### src/rtl/fence_pkg.sv
package fence_pkg;
   localparam logic [1:0] ST_ISSUED = 2'd0;
   localparam logic [1:0] OP_INV    = 2'b01;
   localparam logic [1:0] OP_WB     = 2'b10;
   localparam int         OP_W      = 2;
   typedef struct packed {
      logic fwd;
      logic do_inv;
      logic do_wb;
      logic rec;
   } fence_act_t;
endpackage

### src/rtl/fence_classify.sv
module fence_classify
   import fence_pkg::*;
(
   input  logic       vld,
   input  logic       kern,
   input  logic       acq,
   input  logic       rel,
   input  logic       wb_busy,
   input  logic       inv_busy,
   input  logic [1:0] co_st,
   output fence_act_t act
);
   logic local_ans;
   always_comb begin
      act       = '0;
      local_ans = vld && kern && (wb_busy || rel);
      act.fwd   = vld && !local_ans;
      if (local_ans) begin
         if (wb_busy) begin
            act.do_inv = acq && !inv_busy;
            act.rec    = rel;
         end else begin
            act.rec   = 1'b1;
            act.do_wb = 1'b1;
         end
      end else if (act.fwd && co_st == ST_ISSUED) begin
         act.do_inv = acq;
         act.do_wb  = rel;
      end
   end
endmodule

### src/rtl/fence_ctr.sv
module fence_ctr #(
   parameter int W = 8
) (
   input  logic         clk,
   input  logic         rst_n,
   input  logic         add_en,
   input  logic [W-1:0] add_val,
   input  logic         dec,
   output logic [W-1:0] cnt,
   output logic [W-1:0] cnt_nxt,
   output logic         uflow
);
   always_comb begin
      uflow   = dec && (cnt == '0);
      cnt_nxt = cnt;
      if (add_en) cnt_nxt = cnt_nxt + add_val;
      if (dec && !uflow) cnt_nxt = cnt_nxt - W'(1);
   end
   always_ff @(posedge clk) begin
      if (!rst_n) cnt <= '0;
      else        cnt <= cnt_nxt;
   end
endmodule

### src/rtl/fence_kend.sv
module fence_kend #(
   parameter int NUM_CTX = 8,
   localparam int CW = $clog2(NUM_CTX)
) (
   input  logic               clk,
   input  logic               rst_n,
   input  logic               rec_en,
   input  logic [CW-1:0]      rec_ctx,
   input  logic               drained,
   output logic               rpt_valid,
   output logic [NUM_CTX-1:0] rpt_mask
);
   logic [NUM_CTX-1:0] pend, pend_nxt, hit;
   for (genvar g = 0; g < NUM_CTX; g++) begin : g_dec
      assign hit[g] = rec_en && (rec_ctx == CW'(g));
   end
   assign pend_nxt = pend | hit;
   always_ff @(posedge clk) begin
      if (!rst_n) begin
         pend      <= '0;
         rpt_valid <= 1'b0;
         rpt_mask  <= '0;
      end else if (drained && |pend_nxt) begin
         pend      <= '0;
         rpt_valid <= 1'b1;
         rpt_mask  <= pend_nxt;
      end else begin
         pend      <= pend_nxt;
         rpt_valid <= 1'b0;
         rpt_mask  <= '0;
      end
   end
endmodule

### src/rtl/fence_ctrl.sv
module fence_ctrl
   import fence_pkg::*;
#(
   parameter int NUM_CTX = 8,
   parameter int CNT_W   = 8
) (
   input  logic                       clk,
   input  logic                       rst_n,
   input  logic                       req_valid,
   input  logic                       req_kern,
   input  logic                       req_acq,
   input  logic                       req_rel,
   input  logic [$clog2(NUM_CTX)-1:0] req_ctx,
   output logic [1:0]                 rsp_status,
   output logic                       co_valid,
   input  logic [1:0]                 co_status,
   input  logic [CNT_W-1:0]           walk_lines,
   output logic                       walk_start,
   output logic [OP_W-1:0]            walk_op,
   input  logic                       wb_done,
   input  logic                       inv_done,
   output logic [CNT_W-1:0]           wb_count,
   output logic [CNT_W-1:0]           inv_count,
   output logic                       issue_en,
   output logic                       retry,
   output logic                       kend_valid,
   output logic [NUM_CTX-1:0]         kend_mask,
   output logic                       underflow_err
);
   if (NUM_CTX < 2 || NUM_CTX > 64) begin : g_bad_ctx
      $error("fence_ctrl: NUM_CTX must lie in 2..64");
   end
   if (CNT_W < 2) begin : g_bad_cnt
      $error("fence_ctrl: CNT_W must be at least 2");
   end

   fence_act_t       act;
   logic [CNT_W-1:0] wb_nxt, inv_nxt;
   logic             wb_uf, inv_uf;

   fence_classify u_cls (
      .vld(req_valid), .kern(req_kern), .acq(req_acq), .rel(req_rel),
      .wb_busy(wb_count != '0), .inv_busy(inv_count != '0),
      .co_st(co_status), .act(act)
   );

   assign co_valid   = act.fwd;
   assign rsp_status = act.fwd ? co_status : ST_ISSUED;

   fence_ctr #(.W(CNT_W)) u_wb (
      .clk(clk), .rst_n(rst_n), .add_en(act.do_wb), .add_val(walk_lines),
      .dec(wb_done), .cnt(wb_count), .cnt_nxt(wb_nxt), .uflow(wb_uf)
   );
   fence_ctr #(.W(CNT_W)) u_inv (
      .clk(clk), .rst_n(rst_n), .add_en(act.do_inv), .add_val(walk_lines),
      .dec(inv_done), .cnt(inv_count), .cnt_nxt(inv_nxt), .uflow(inv_uf)
   );

   fence_kend #(.NUM_CTX(NUM_CTX)) u_kend (
      .clk(clk), .rst_n(rst_n), .rec_en(act.rec), .rec_ctx(req_ctx),
      .drained(wb_nxt == '0), .rpt_valid(kend_valid), .rpt_mask(kend_mask)
   );

   always_ff @(posedge clk) begin
      if (!rst_n) begin
         walk_start    <= 1'b0;
         walk_op       <= '0;
         issue_en      <= 1'b1;
         retry         <= 1'b0;
         underflow_err <= 1'b0;
      end else begin
         walk_start    <= act.do_inv || act.do_wb;
         walk_op       <= {act.do_wb, act.do_inv};
         issue_en      <= (wb_nxt == '0);
         retry         <= wb_done || inv_done;
         underflow_err <= underflow_err || wb_uf || inv_uf;
      end
   end
endmodule

### config.mk
export PLATFORM = sky130hd
export DESIGN_NAME = fence_ctrl
export DESIGN_NICKNAME = d
export VERILOG_FILES = /design/src/rtl/fence_pkg.sv /design/src/rtl/fence_classify.sv /design/src/rtl/fence_ctr.sv /design/src/rtl/fence_kend.sv /design/src/rtl/fence_ctrl.sv
export SDC_FILE = /design/constraint.sdc
export NUM_CORES = 1
export LEC_CHECK = 0
export BUFFER_PORTS_ARGS = -buffer_cell sky130_fd_sc_hd__buf_2
export CAP_MARGIN = 40
export CORE_MARGIN = 2
export CORE_UTILIZATION = 35
export CTS_BUF_LIST = sky130_fd_sc_hd__clkbuf_2 sky130_fd_sc_hd__clkbuf_4 sky130_fd_sc_hd__clkbuf_8
export CTS_CLUSTER_SIZE = 40
export DETAILED_ROUTE_END_ITERATION = 8
export PLACE_DENSITY = 0.57
export SLEW_MARGIN = 20
export SYNTH_ARGS = -nofsm -noshare
export SYNTH_HDL_FRONTEND = slang
export SYNTH_HIERARCHICAL = 1
export SYNTH_SLANG_ARGS = --single-unit
### constraint.sdc
create_clock -name clk -period 3.6 [get_ports clk]
set_input_delay 0.36 -clock clk [delete_from_list [all_inputs] [get_ports clk]]
set_output_delay 0.36 -clock clk [all_outputs]
set_load 0.005 [all_outputs]
## After elaboration in Yosys (flattened, before gate mapping)

Index checks and enable logic that the tools add are counted.

- Register bits after elaboration: 39
- Output and inout bits: 34
- Word-level logic and storage cells: 72

- Add/sub/neg operators: 4
- Equality and inequality tests: 7
- Multiplexer cells: 12
- Bitwise logic cells: 2
- Reduce and logical (&&, ||, !) cells: 37

Operators with widths:

| cell | number |
|---|---|
| two-way mux 8 bit | 4 |
| logical NOT 8 bit | 3 |
| logical AND 1 bit | 18 |
| adder 8 bit | 2 |
| nonzero test 8 bit | 2 |
| subtractor 8 x 1 -> 8 bit, second input constant | 2 |
| == test 3 bit, second input constant | 4 |
| bitwise OR 8 bit | 1 |
| OR reduction 8 bit | 1 |
| == test 3 x 2 -> 1 bit, second input constant | 2 |
| two-way mux 2 bit | 3 |
| logical OR 1 bit | 5 |
| two-way mux 1 bit | 5 |
| logical NOT 1 bit | 4 |
| == test 3 x 1 -> 1 bit, second input constant | 1 |
| logical NOT 3 bit | 1 |
| logical NOT 2 bit | 1 |
| AND reduction 2 bit | 1 |
| OR reduction 2 bit | 1 |
| NOT 1 bit | 1 |

## Longest topological paths before layout

Gate-level depths: netlist (run 1).

- Depth after elaboration: 14
- Gate-level depth with buffers: 16
- Mapped depth without buffers: 15

## Hierarchy

The synthesis (run 1) kept the hierarchy.

Modules (own cells, without submodules):

| module | instances | cells an instance | area an instance (um^2) | sequential area each (um^2) |
|---|---|---|---|---|
| fence_ctr | 2 | 102 | 913.4 | 160.2 |
| fence_kend | 1 | 54 | 553.0 | 340.3 |
| fence_ctrl | 1 | 23 | 231.5 | 120.1 |
| fence_classify | 1 | 11 | 73.8 | 0.0 |

## Worst setup path after synthesis (run 1)

OpenSTA, ideal clock, no wires.

- Path type: reg2reg
- From: register u_wb.cnt[7]
- To: register u_kend.pend[0]
- Arrival time: 3388 ps
- Slack: 83 ps
- Cell stages (with the launch flop): 16
- Path buffers: 0
- Cells stage by stage: dfxtp_1 > nor4_1 > nand2_1 > nand2b_1 > a21oi_2 > inv_1 > a221o_1 > a311oi_4 > nand4_4 > o22ai_1 > o41ai_2 > or4_4 > nor2_1 > inv_1 > a32oi_2 > nor2_1

RTL lines:

| element | RTL line | source |
|---|---|---|
| start, declared | fence_ctr.sv:9 | `output logic [W-1:0] cnt,` |
| start signal, assigned | fence_ctr.sv:21 | `else cnt <= cnt_nxt;` |
| end signal, assigned | fence_kend.sv:28 | `pend <= pend_nxt;` |
| end, declared | fence_kend.sv:13 | `logic [NUM_CTX-1:0] pend, pend_nxt, hit;` |

==> out/metrics.csv, run 1 <==
stage,metric,value,unit
final_layout,antenna_cells,0,
global_route,grt_pass1_vias,2309,
floorplanning,start_util,0.364,
power_and_ir_drop,power_frac_comb,0.592,
placement,port_buffers,54,
hold_path,hold_depth,2,
placement,post-place-ws,-0.000546,ns
worst_setup_path,slowest_delay,0.51,ns
worst_setup_path,arrival,3.65,ns
cts,clockBufferDepth,2,
worst_setup_path,r2r_slack,0.14,ns
cts,cts_root_buf,clkbuf_8,
hold_path,hp-start,wb_done,
power_and_ir_drop,max-vdd-ir-drop,0.351,mV
route,routed-via-count,2463,
power_and_ir_drop,power,0.00218,W
power_and_ir_drop,power_switching,0.000907,W
power_and_ir_drop,p_seq_frac,0.268,
power_and_ir_drop,power.leakage,1.47,nW
worst_setup_path,crit_required,3.79,ns
route,dr.pass1.iters,4,
cts,h-tree-depth,2,
worst_setup_path,crit_top_cell,inv_2,
synth,yosysWarningCount,6,
sta,finalSetupViolCount,0,
worst_setup_path,criticalPathCategory,flip-flop to flip-flop,
sta,hold_ws,0.270,ns
cts,clk_pin_slew_worst_paths,0.08,ns
sta,tns,0,ns
final_layout,finalNetCount,411,
global_route,grt_pass1_wl,10900,um
run,cap_violations,0,
power_and_ir_drop,sw_frac_of_total,0.416,
outcome,status,finished clean,
cts,cts_buffers,5,
route,wl_met2,2990,um
power_and_ir_drop,pwr-share-clk,0.140,
cts,cts_tree,built,
worst_setup_path,crit_family,simple AND/OR/NAND/NOR gates,
final_layout,drive_gt1_frac,0.335,
worst_setup_path,critPathBufInv,3,
floorplanning,die_y,91.0,um
global_route,grt_max_degree,25,
worst_setup_path,cp_max_fo,8,
worst_setup_path,rr_worst_depth,16,
floorplanning,fp.dieArea,0.00829,mm2
route,wl_per_cell,14.0,um
route,via_per_inst,5.22,
route,top_layer_used,met4,
sta,fin_skew,0.00475,ns
sta,fmax,289,MHz
sta,fin_crit_sh,0.962,
route,ant_nets,0,
global_route,antenna_found_initial,0,
cts,clkLatencyLatePin,0.30,ns
power_and_ir_drop,internal-power,0.00128,W
worst_setup_path,rr_endpoint,u_kend/pend[7]$_SDFF_PP0_,
worst_setup_path,reg2reg_from,u_wb/cnt[5]$_SDFF_PN0_,
synth,netlist_instances,288,
floorplanning,core,0.00729,mm2
placement,dp_hpwl,5170,um
sta,hold_viol_final,0,
power_and_ir_drop,power_density,646,mW/mm2
sta,maxSlewViolCount,0,
sta,worst_pin_slew,0.584,ns
synth,synthesis.area_per_instance,9.21,um2
placement,gp_congestion,0.790,
sta,layout_min_cycle_time,3.46,ns
synth,syn_nets,327,
final_layout,areaGrowthSynthToFinish,27.5,%
route,drc_errors,0,
synth,netlist_area,0.00265,mm2
sta,rsz0062_at_grt,yes,
floorplanning,fp.dieW,91.0,um
sta,worst_slack,0.138,ns
global_route,grt-ovfl-total,0,
hold_path,hold_class,primary input to flip-flop,
route,routed_wl,6620,um
route,drt-met1-wl,3270,um
worst_setup_path,end_kind,flip-flop,
floorplanning,ioPinCount,55,
route,dr_wl_met3,311,um
route,drt_first_iter_violations,99,
hold_path,min_to,retry$_SDFF_PN0_,
worst_setup_path,cpMaxStageDelayCell,or4_4,
floorplanning,std_cell_rows,31,
worst_setup_path,path_cells,"nor4_2, nand2_1, nand2b_4, a21oi_4, inv_2, a221o_1, a311oi_4, nand4_4, o22ai_2, o41ai_2, or4_4, nor2_4, inv_2, a32oi_2, buf_6, nor2_1",
cts,cts_sinks,39,
worst_setup_path,crit_cells,16,
global_route,grt_usage,0.162,
final_layout,fin_util,0.464,
sta,slew_headroom,0.607,
worst_setup_path,critPathLaunchType,flip-flop,
-- cell type report --
type | count | area, um2
Inverter | 13 | 48.8
Fill cell | 769 | 3910
Timing Repair Buffer | 79 | 462
Multi-Input combinational cell | 234 | 1870
Clock inverter | 3 | 20.0
Tap cell | 99 | 124
Clock buffer | 5 | 68.8
Sequential cell | 39 | 783
-- power by group through the flow --
stage	Clock (W)	Combinational [W]	Sequential [W]
finish	0.000305	0.00129	0.000586
global route	0.000337	0.00143	0.000598
CTS	0.000315	0.00122	0.000579
detailed placement	0	0.00121	0.000587
global placement	0	0.00121	0.000588
floorplan	0	0.000825	0.000597
-- cell usage in the layout, fill, tap and decap left out, types with 5 or more instances in the layout --
cell / instances
a21o_1: 6
a21oi_1: 6
and2_1: 19
and3_1: 10
buf_2: 54
buf_4: 24
clkbuf_8: 5
dfxtp_1: 37
ha_1: 16
inv_1: 10
mux2i_1: 8
nand2_1: 16
nor2_1: 23
nor2b_1: 6
nor3_1: 5
nor4_1: 6
o211ai_1: 6
o21a_1: 5
o21ai_0: 5
or3_1: 5
xnor2_1: 6
xor2_1: 8
-- metal layers --
metal	track usage	up-vias
met2	0.260	56
met5	0	-
met3	0.0315	9
li1	-	1260
met4	0.0417	0
met1	0.223	1138
-- state kept, by name (all words and copies together), names as in the netlist --
signal	count
underflow_err	1
u_kend/rpt_valid	1
u_kend/rpt_mask	8
walk_start	1
walk_op	2
issue_en	1
u_kend/pend	8
u_wb/cnt	8
u_inv/cnt	8
retry	1
-- how the worst max path moves through the flow --
stage | from | to
finish | u_wb/cnt[5]$_SDFF_PN0_ | u_kend/pend[7]$_SDFF_PP0_
global route | u_wb/cnt[5]$_SDFF_PN0_ | u_kend/pend[1]$_SDFF_PP0_
global placement | co_status[1] | u_kend/pend[3]$_SDFF_PP0_
CTS | u_wb/cnt[3]$_SDFF_PN0_ | u_kend/pend[1]$_SDFF_PP0_
floorplan | u_wb/cnt[7]$_SDFF_PN0_ | u_kend/pend[0]$_SDFF_PP0_
detailed placement | co_status[1] | u_kend/pend[3]$_SDFF_PP0_
-- stage by stage --
step                instance area, um2  cells
global placement                  3190    460
floorplan                         2650    288
global route                      3380    472
CTS                               3290    468
detailed placement                3190    460
finish                            3380    472
-- what timing repair did --
action                     in CTS  in global routing
pin swaps                       0                  8
hold endpoints to repair        0                  0
gates resized for setup         1                 16
setup buffers                   0                  4
setup endpoints to repair      14                 16
hold buffers                    0                  0
(Power assumes the default switching activity.)
==> run 2, diff against run 1 <==
ABC_AREA = 1   (was unset)
PLACE_DENSITY = 0.56   (was 0.57)
==> out/metrics.csv, run 2 <==
stage,metric,value,unit
worst_setup_path,rr_endpoint,u_kend/rpt_mask[1]$_SDFF_PN0_,
synth,synthesis.area_per_instance,6.45,um2
worst_setup_path,rr_worst_depth,20,
worst_setup_path,slowest_delay,0.50,ns
cts,cts_resized,0,
placement,gp_congestion,0.841,
cts,cts_tree,built,
power_and_ir_drop,power_frac_comb,0.624,
worst_setup_path,critPathLaunchType,flip-flop,
power_and_ir_drop,p_seq_frac,0.234,
placement,port_buffers,54,
cts,cts_sinks,39,
cts,clkLatencyLatePin,0.29,ns
route,drt_first_iter_violations,120,
worst_setup_path,cp_max_fo,12,
route,via_per_inst,4.56,
hold_path,min_to,retry$_SDFF_PN0_,
final_layout,final_common_cell,nand2_1,
global_route,grt_max_degree,14,
worst_setup_path,crit_top_cell,nand2_1,
floorplanning,std_cell_rows,33,
final_layout,antenna_cells,0,
sta,rsz0062_at_grt,no,
route,dr.pass1.iters,4,
sta,fmax,317,MHz
floorplanning,fp.dieArea,0.00922,mm2
sta,fin_crit_sh,0.876,
floorplanning,fp.dieW,96.0,um
cts,cts_root_buf,clkbuf_8,
sta,worst_pin_slew,0.298,ns
power_and_ir_drop,max-vdd-ir-drop,0.494,mV
placement,dp.cells,619,
worst_setup_path,crit_required,3.83,ns
power_and_ir_drop,power_density,763,mW/mm2
hold_path,hold_depth,3,
power_and_ir_drop,internal-power,0.00135,W
power_and_ir_drop,power.leakage,2.00,nW
sta,tns,0,ns
cts,cts_setup_buffers,0,
final_layout,layout_common_cells,"nand2_1, inv_1, buf_2, nor2_1, dfxtp_1",
route,routed_wl,7540,um
worst_setup_path,path_cells,"nor2_1, nand4_1, inv_2, a21oi_2, nand2_1, nand2_1, buf_4, inv_2, o21ai_2, ha_1, nand3_2, nor2_2, nand2_1, nand2_1, nand2_1, nor2_1, nand2_1, nor2_1, nand3_2, nor2_1",
sta,slew_headroom,0.801,
sta,layout_min_cycle_time,3.15,ns
hold_path,hp-start,inv_done,
cts,postCtsHoldBufs,0,
worst_setup_path,reg2reg_from,u_wb/cnt[1]$_SDFF_PN0_,
floorplanning,die_y,96.0,um
sta,finalSetupViolCount,0,
sta,maxSlewViolCount,0,
hold_path,hold_class,primary input to flip-flop,
floorplanning,ioPinCount,55,
worst_setup_path,startpoint,u_wb/cnt[1]$_SDFF_PN0_,
cts,clk_pin_slew_worst_paths,0.08,ns
global_route,grt-ovfl-total,0,
run,cap_violations,0,
final_layout,finalNetCount,560,
synth,syn_nets,499,
cts,clockBufferDepth,2,
route,routed-via-count,2858,
placement,dp_hpwl,6220,um
global_route,antenna_found_initial,0,
power_and_ir_drop,sw_frac_of_total,0.491,
route,drc_errors,0,
worst_setup_path,arrival,3.38,ns
synth,netlist_area,0.00297,mm2
synth,yosysWarningCount,6,
worst_setup_path,end_kind,flip-flop,
final_layout,fin_cells,627,
worst_setup_path,cpMaxStageDelayCell,dfxtp_1,
outcome,status,finished clean,
global_route,grt_pass1_wl,12300,um
floorplanning,core,0.00822,mm2
floorplanning,start_util,0.361,
sta,hold_ws,0.348,ns
worst_setup_path,r2r_slack,0.45,ns
global_route,grt_pass1_vias,2647,
sta,fin_skew,0.00304,ns
route,ant_nets,0,
power_and_ir_drop,power_switching,0.00130,W
cts,h-tree-depth,2,
power_and_ir_drop,pwr-share-clk,0.142,
sta,hold_viol_final,0,
route,wl_per_cell,12.0,um
final_layout,drive_gt1_frac,0.261,
global_route,grt_usage,0.173,
synth,netlist_instances,460,
worst_setup_path,criticalPathCategory,flip-flop to flip-flop,
cts,cts_buffers,5,
final_layout,areaGrowthSynthToFinish,17.1,%
## run 2: layout make-up
| class | instances | area (um2) |
|---|---|---|
| clock buffer | 5 | 68.8 |
| tap | 105 | 131 |
| clock inverter | 3 | 43.8 |
| sequential | 39 | 781 |
| fill | 875 | 4740 |
| multi-input combinational | 327 | 1820 |
| timing repair buffer | 56 | 285 |
| inverter | 92 | 345 |
## run 2: critical path: cells and delay by family (launching register included)
kind                       cells  cell delay [ns]
adders and majority gates      1             0.24
buffers and inverters          3             0.36
DFF                            1             0.50
AOI/OAI and AO/OA              2             0.38
and+or+nand+nor               14             1.61
## run 2: how the worst max path moves through the flow
stage | to | slack, ns | depth (start not counted)
after CTS | u_kend/rpt_mask[1]$_SDFF_PN0_ | 0.41 | 20
after floorplan | u_kend/pend[0]$_SDFF_PP0_ | 1.04 | 21
after global placement | u_kend/rpt_mask[4]$_SDFF_PN0_ | 0.52 | 20
after detailed placement | u_kend/rpt_mask[4]$_SDFF_PN0_ | 0.46 | 20
final | u_kend/rpt_mask[1]$_SDFF_PN0_ | 0.45 | 20
after global routing | u_kend/rpt_mask[7]$_SDFF_PN0_ | 0.03 | 20
## run 2: metal layers
metal	global-route usage	share of wire	vias to the layer above
met5	0	0	-
met4	0.0393	0.0086	0
met3	0.0290	0.046	7
met2	0.307	0.49	61
met1	0.217	0.46	1264
li1	-	-	1526
## run 2: through the flow
step                      worst slack (ns)  utilization  area [um2]  power (W)
after CTS                            0.413        0.423        3470    0.00267
after detailed placement             0.460        0.409        3360    0.00227
after global routing                0.0294        0.423        3470    0.00293
after global placement               0.520        0.409        3360    0.00226
final                                0.447        0.423        3470    0.00265
after floorplan                       1.04            -        2970    0.00189
## run 2: power by group through the flow
stage | Clock (W) | Combinational [W] | Sequential [W]
after floorplan | 0 | 0.00128 | 0.000612
after global placement | 0 | 0.00163 | 0.000630
after detailed placement | 0 | 0.00164 | 0.000635
after CTS | 0.000390 | 0.00165 | 0.000626
after global routing | 0.000405 | 0.00189 | 0.000635
final | 0.000376 | 0.00165 | 0.000621
